$ cat config.mk
export PLATFORM = sky130hd
export DESIGN_NAME = spdmem_tracker
export DESIGN_NICKNAME = d
export VERILOG_FILES = /design/src/rtl/spdmem_pkg.sv /design/src/rtl/spdmem_cmp.sv /design/src/rtl/spdmem_counter.sv /design/src/rtl/spdmem_ctrl.sv /design/src/rtl/spdmem_tracker.sv
export SDC_FILE = /design/constraint.sdc
export NUM_CORES = 1
export LEC_CHECK = 0
export BUFFER_PORTS_ARGS = -buffer_cell sky130_fd_sc_hd__clkbuf_2
export CAP_MARGIN = 20
export CORE_ASPECT_RATIO = 1.1
export CORE_MARGIN = 2
export CORE_UTILIZATION = 50
export CTS_BUF_LIST = sky130_fd_sc_hd__clkbuf_8
export DETAILED_ROUTE_END_ITERATION = 8
export GPL_ROUTABILITY_DRIVEN = 0
export PLACE_DENSITY = 0.84
export REMOVE_ABC_BUFFERS = 1
export SLEW_MARGIN = 20
export SYNTH_ARGS = -nofsm -noshare
export SYNTH_HDL_FRONTEND = slang
export SYNTH_SLANG_ARGS = --single-unit
$ cat constraint.sdc
create_clock -name clk -period 4.73 [get_ports clk]
set_clock_uncertainty 0.2 [all_clocks]
set_input_delay 0.2365 -clock clk [delete_from_list [all_inputs] [get_ports clk]]
set_output_delay 0.2365 -clock clk [all_outputs]
set_load 0.01 [all_outputs]
$ cat src/rtl/spdmem_pkg.sv
package spdmem_pkg;
   typedef enum logic [1:0] {
      DIR_HOLD = 2'b00,
      DIR_UP   = 2'b01,
      DIR_DOWN = 2'b10
   } step_dir_e;
endpackage

$ cat src/rtl/spdmem_cmp.sv
module spdmem_cmp
   import spdmem_pkg::*;
#(
   parameter int W = 9
) (
   input  logic [W-1:0] held,
   input  logic [W-1:0] target,
   output step_dir_e    dir,
   output logic         eq
);
   always_comb begin
      eq = (held == target);
      if (held < target)      dir = DIR_UP;
      else if (held > target) dir = DIR_DOWN;
      else                    dir = DIR_HOLD;
   end
endmodule

$ cat src/rtl/spdmem_counter.sv
module spdmem_counter
   import spdmem_pkg::*;
#(
   parameter int W = 9
) (
   input  logic         clk,
   input  logic         rst_n,
   input  logic         advance,
   input  step_dir_e    dir,
   output logic [W-1:0] count
);
   localparam logic [W-1:0] TOP = {W{1'b1}};
   localparam logic [W-1:0] BOT = '0;

   always_ff @(posedge clk or negedge rst_n) begin
      if (!rst_n) begin
         count <= BOT;
      end else if (advance) begin
         if (dir == DIR_UP && count != TOP)
            count <= count + 1'b1;
         else if (dir == DIR_DOWN && count != BOT)
            count <= count - 1'b1;
      end
   end

   a_r5_no_step_when_idle: assert property (@(posedge clk) disable iff (!rst_n)
      !advance |=> $stable(count));
   a_r10_no_wrap_up: assert property (@(posedge clk) disable iff (!rst_n)
      count == TOP |=> count != BOT);
   a_r10_no_wrap_down: assert property (@(posedge clk) disable iff (!rst_n)
      count == BOT |=> count != TOP);
endmodule

$ cat src/rtl/spdmem_ctrl.sv
module spdmem_ctrl (
   input  logic clk,
   input  logic rst_n,
   input  logic store_req,
   input  logic eq,
   output logic busy,
   output logic valid
);
   always_ff @(posedge clk or negedge rst_n) begin
      if (!rst_n) begin
         busy  <= 1'b0;
         valid <= 1'b0;
      end else if (store_req) begin
         busy <= 1'b1;
      end else if (busy && eq) begin
         busy  <= 1'b0;
         valid <= 1'b1;
      end
   end

   a_r2_req_sets_busy: assert property (@(posedge clk) disable iff (!rst_n)
      store_req |=> busy);
   a_r6_done_clears: assert property (@(posedge clk) disable iff (!rst_n)
      busy && eq && !store_req |=> !busy && valid);
   a_r11_valid_sticky: assert property (@(posedge clk) disable iff (!rst_n)
      valid |=> valid);
endmodule

$ cat src/rtl/spdmem_tracker.sv
module spdmem_tracker
   import spdmem_pkg::*;
#(
   parameter int W = 9
) (
   input  logic         clk,
   input  logic         rst_n,
   input  logic [W-1:0] speed_in,
   input  logic         store_req,
   input  logic         step_en,
   output logic [W-1:0] mem_out,
   output logic         busy,
   output logic         equal,
   output logic         mem_valid
);
   generate
      if (W < 2 || W > 24) begin : g_bad_width
         $error("spdmem_tracker: W must lie in 2..24");
      end
   endgenerate

   step_dir_e dir;
   logic      eq;
   logic      advance;

   assign advance = busy & step_en;
   assign equal   = eq;

   spdmem_cmp #(.W(W)) u_cmp (
      .held(mem_out), .target(speed_in), .dir(dir), .eq(eq)
   );

   spdmem_counter #(.W(W)) u_cnt (
      .clk(clk), .rst_n(rst_n), .advance(advance), .dir(dir), .count(mem_out)
   );

   spdmem_ctrl u_ctrl (
      .clk(clk), .rst_n(rst_n), .store_req(store_req), .eq(eq),
      .busy(busy), .valid(mem_valid)
   );

   a_r3_step_up: assert property (@(posedge clk) disable iff (!rst_n)
      busy && step_en && (mem_out < speed_in) |=> mem_out == W'($past(mem_out) + 1'b1));
   a_r4_step_down: assert property (@(posedge clk) disable iff (!rst_n)
      busy && step_en && (mem_out > speed_in) |=> mem_out == W'($past(mem_out) - 1'b1));
   a_r7_hold_idle: assert property (@(posedge clk) disable iff (!rst_n)
      !busy |=> $stable(mem_out));
endmodule

==> out/summary.log <==
qor: clock_network.clkTransAtPathRegs 50 ps
qor: clock_network.count_of_instances_resized_after_the_clock_tree_is_built 0
qor: clock_network.cts_buffer_depth 2
qor: setup_path.worstReg2RegStart u_cnt.count[6]
qor: timing.worst_tran_pin_value 502 ps
qor: synthesis.synth-seq-area-share 0.261
qor: power_and_ir_drop.power.total 0.00117 W
qor: power_and_ir_drop.seq_power_share 0.189
qor: floorplanning.ios 25
qor: floorplanning.chipWidth 47.8 um
qor: timing.finalSetupTns 0 ps
qor: clock_network.cts-buffers-inserted 3
qor: placed_design.placement.io_buffers 24
qor: setup_path.critical_path.endpoint_type register
qor: setup_path.worstSetupPathType reg2reg
qor: global_route.number_of_global_route_vias_before_repair 917
qor: clock_network.cts_tree yes
qor: finish.most_frequent_cells_in_the_layout sky130_fd_sc_hd__clkbuf_2 (24), sky130_fd_sc_hd__inv_1 (16), sky130_fd_sc_hd__ha_1 (16), sky130_fd_sc_hd__dfrtp_1 (11)
qor: finish.syn2layout_area_growth 19.9%
qor: clock_network.cts-htree-levels 1
qor: timing.clock.fmax 273 MHz
qor: setup_path.crit_path_start u_cnt.count[6]
qor: detailed_routing.vias 881
qor: synthesis.synthDominantCellAreaShare 0.261
qor: timing.post-route-period-util 0.775
qor: detailed_routing.wl_per_cell 13.8 um
qor: power_and_ir_drop.combPwrFrac 0.733
qor: setup_path.path_cells ha_1 > a211oi_2 > nor2_1 > a2111oi_4 > o31a_4 > inv_1 > ha_1 > nor2b_1 > o2111ai_1 > a31oi_1 > nor2b_1 > a22o_2 > xor2_1
qor: setup_path.worst_path_largest_cell_delay 450 ps
qor: finish.layout.nets 166
qor: global_route.antenna_found_initial 0
qor: flow_run.max_cap_violations 0
qor: synthesis.synthDistinctLibCells 34
qor: global_route.globalRouteTotalUtil 0.213
qor: setup_path.worst_r2r_path_depth 13
qor: setup_path.timing.critical_path.fanout_max 7
qor: finish.antenna-diode-count 0
qor: synthesis.prevailing_post_synth_register_cell sky130_fd_sc_hd__dfrtp_1
qor: synthesis.synth_area_per_cell 9.95 um^2
qor: floorplanning.design.die.area 2490 um^2
qor: min_path.hold_path_class in2reg
qor: synthesis.synth.ff_latch_count 11
qor: power_and_ir_drop.power.density 927 nW/um^2
qor: finish.layout.filler_cells 169
qor: detailed_routing.ant_nets 0
qor: synthesis.syn_inst 106
qor: timing.hold_viol_final 0
qor: finish.share_of_cells_above_drive_strength_1 0.311
qor: power_and_ir_drop.p_clk_frac 0.079
qor: synthesis.synthTopCellsByArea sky130_fd_sc_hd__dfrtp_1 (26%), sky130_fd_sc_hd__ha_1 (19%), sky130_fd_sc_hd__mux2_4 (8.5%), sky130_fd_sc_hd__xnor2_1 (5.8%), sky130_fd_sc_hd__inv_1 (5.3%)
qor: detailed_routing.drc 0
qor: synthesis.synth_area_leader_cell sky130_fd_sc_hd__dfrtp_1
qor: clock_network.insertion_delay 240 ps
qor: setup_path.setup.worst_path.start_class register
qor: global_route.largest_net_degree_at_the_start_of_global_routing 12
qor: detailed_routing.finalWirelength 2.25 mm
qor: clock_network.cts.sinks 11
qor: timing.final_setup_violation_count 0
qor: setup_path.cpMaxStageDelayCell sky130_fd_sc_hd__dfrtp_1
qor: synthesis.synth.cell_area 1050 um^2
qor: run_status.outcome finished clean
qor: timing.slew_viol_final 0
qor: timing.grt_setup_unrepaired false
qor: power_and_ir_drop.total_leakage_power 0.679 nW
qor: timing.relative_max_transition_margin 0.663
qor: min_path.worst_min_delay_path_startpoint store_req
qor: power_and_ir_drop.irDropWorstVdd 0.548 mV
qor: detailed_routing.drt_pre_antenna_iters 4
qor: synthesis.synth.yosys.warnings 0
qor: floorplanning.placementRows 17
qor: synthesis.synth-edff-count 0
qor: floorplanning.die_height 52.2 um
qor: synthesis.async_reset_ff_frac 1.00
qor: floorplanning.design.core.area 2000 um^2
qor: placed_design.dp_hpwl 1.84 mm
qor: power_and_ir_drop.switching_share 0.446
qor: finish.commonest_non_fill_non_tap_cell_in_the_layout sky130_fd_sc_hd__clkbuf_2
qor: global_route.grt.overflow.total 0
qor: detailed_routing.drt-vias-per-instance 5.40
qor: global_route.grt_first_pass_wirelength 3.77 mm
qor: floorplanning.floorplan.initialDensity 0.528
qor: min_path.min_path_cells 3
qor: timing.final.min_clock_period 3670 ps
qor: power_and_ir_drop.power.switching 0.000523 W
qor: clock_network.cts.root.buffer_cell sky130_fd_sc_hd__clkbuf_8
qor: detailed_routing.drtIter0Drc 11
qor: setup_path.crit_arrival 3580 ps
qor: power_and_ir_drop.internal-power 0.000650 W
qor: setup_path.required 4650 ps
-- cell usage after synthesis, types with 2 or more instances --
master / instances
sky130_fd_sc_hd__nor3_1: 4
sky130_fd_sc_hd__ha_1: 16
sky130_fd_sc_hd__a21oi_1: 5
sky130_fd_sc_hd__nor2_1: 7
sky130_fd_sc_hd__o21ai_0: 4
sky130_fd_sc_hd__nor2b_1: 2
sky130_fd_sc_hd__nand2_1: 4
sky130_fd_sc_hd__dfrtp_1: 11
sky130_fd_sc_hd__nand4_1: 3
sky130_fd_sc_hd__xnor2_1: 7
sky130_fd_sc_hd__inv_1: 15
sky130_fd_sc_hd__mux2_4: 6
-- critical path, delay by kind of cell (launching register included) --
kind                       cells  cell delay (ps)
buffers and inverters          1              130
xor gates and xnor gates       1              140
adders and majority gates      2              710
AOI/OAI and AO/OA              6             1480
and+or+nand+nor                3              420
DFF                            1              450
-- registers in the layout, summed over array words and instances, names as in the netlist --
register	count
u_cnt.count	9
u_ctrl.busy	1
u_ctrl.valid	1
-- per-layer routing --
| layer | global-route usage | routed length (um) | vias to the layer above |
|---|---|---|---|
| li1 | - | - | 440 |
| met1 | 0.246 | 970 | 413 |
| met2 | 0.380 | 1160 | 23 |
| met3 | 0.0310 | 84 | 5 |
| met4 | 0.0766 | 36 | 0 |
| met5 | 0 | 0 | - |
-- path summary, 6_finish.rpt --
kind	slack [ps]	endpoint
setup / recovery	1060	u_cnt.count[8]
hold / removal	20	u_ctrl.busy
setup reg to reg	1060	u_cnt.count[8]
hold reg to reg	260	u_ctrl.valid
max in group asynchronous	3890	u_cnt.count[8]
min in group asynchronous	220	u_cnt.count[4]
-- power groups by stage --
stage | clock (W) | combinational (W) | sequential (W)
2_1_floorplan | 0 | 0.000675 | 0.000222
3_3_place_gp | 0 | 0.000824 | 0.000218
3_5_place_dp | 0 | 0.000860 | 0.000221
4_1_cts | 0.0000942 | 0.000865 | 0.000222
5_1_grt | 0.000100 | 0.000960 | 0.000232
6_report | 0.0000921 | 0.000859 | 0.000221
-- layout make-up --
type                            instances  area, um^2  share of cell area
Inverter                               15        56.3              0.0445
Clock buffer                            3        41.3              0.0326
Clock inverter                          1        3.75             0.00297
Timing Repair Buffer                   25         130               0.103
Sequential cell                        11         275               0.218
Tap cell                               28        35.0              0.0277
Multi-Input combinational cell         80         723               0.572
-- through the flow --
| step | setup slack [ps] | hold slack (ps) | instances | util | instance area [um^2] |
|---|---|---|---|---|---|
| after floorplan | 1370 | -259 | 106 | - | 1050 |
| after global placement | 1190 | -77.6 | 158 | 0.605 | 1210 |
| after detailed placement | 1080 | -72.0 | 158 | 0.605 | 1210 |
| after CTS | 1050 | 20.1 | 163 | 0.633 | 1260 |
| after global routing | 849 | 33.5 | 163 | 0.633 | 1260 |
| final | 1060 | 19.0 | 163 | 0.633 | 1260 |
-- what timing repair did --
item | CTS | global route
setup buffers | 0 | 0
endpoints found under the hold margin | 11 | 0
hold buffers | 1 | 0
-- kinds of logic after synthesis --
group	synth area share
simple gates	0.120
compound gates	0.196
fa+ha+maj	0.209
buf+inv	0.0534
flops	0.261
xor+xnor	0.0664
mux	0.0949
No activity file was read; power rests on OpenSTA's default activity.
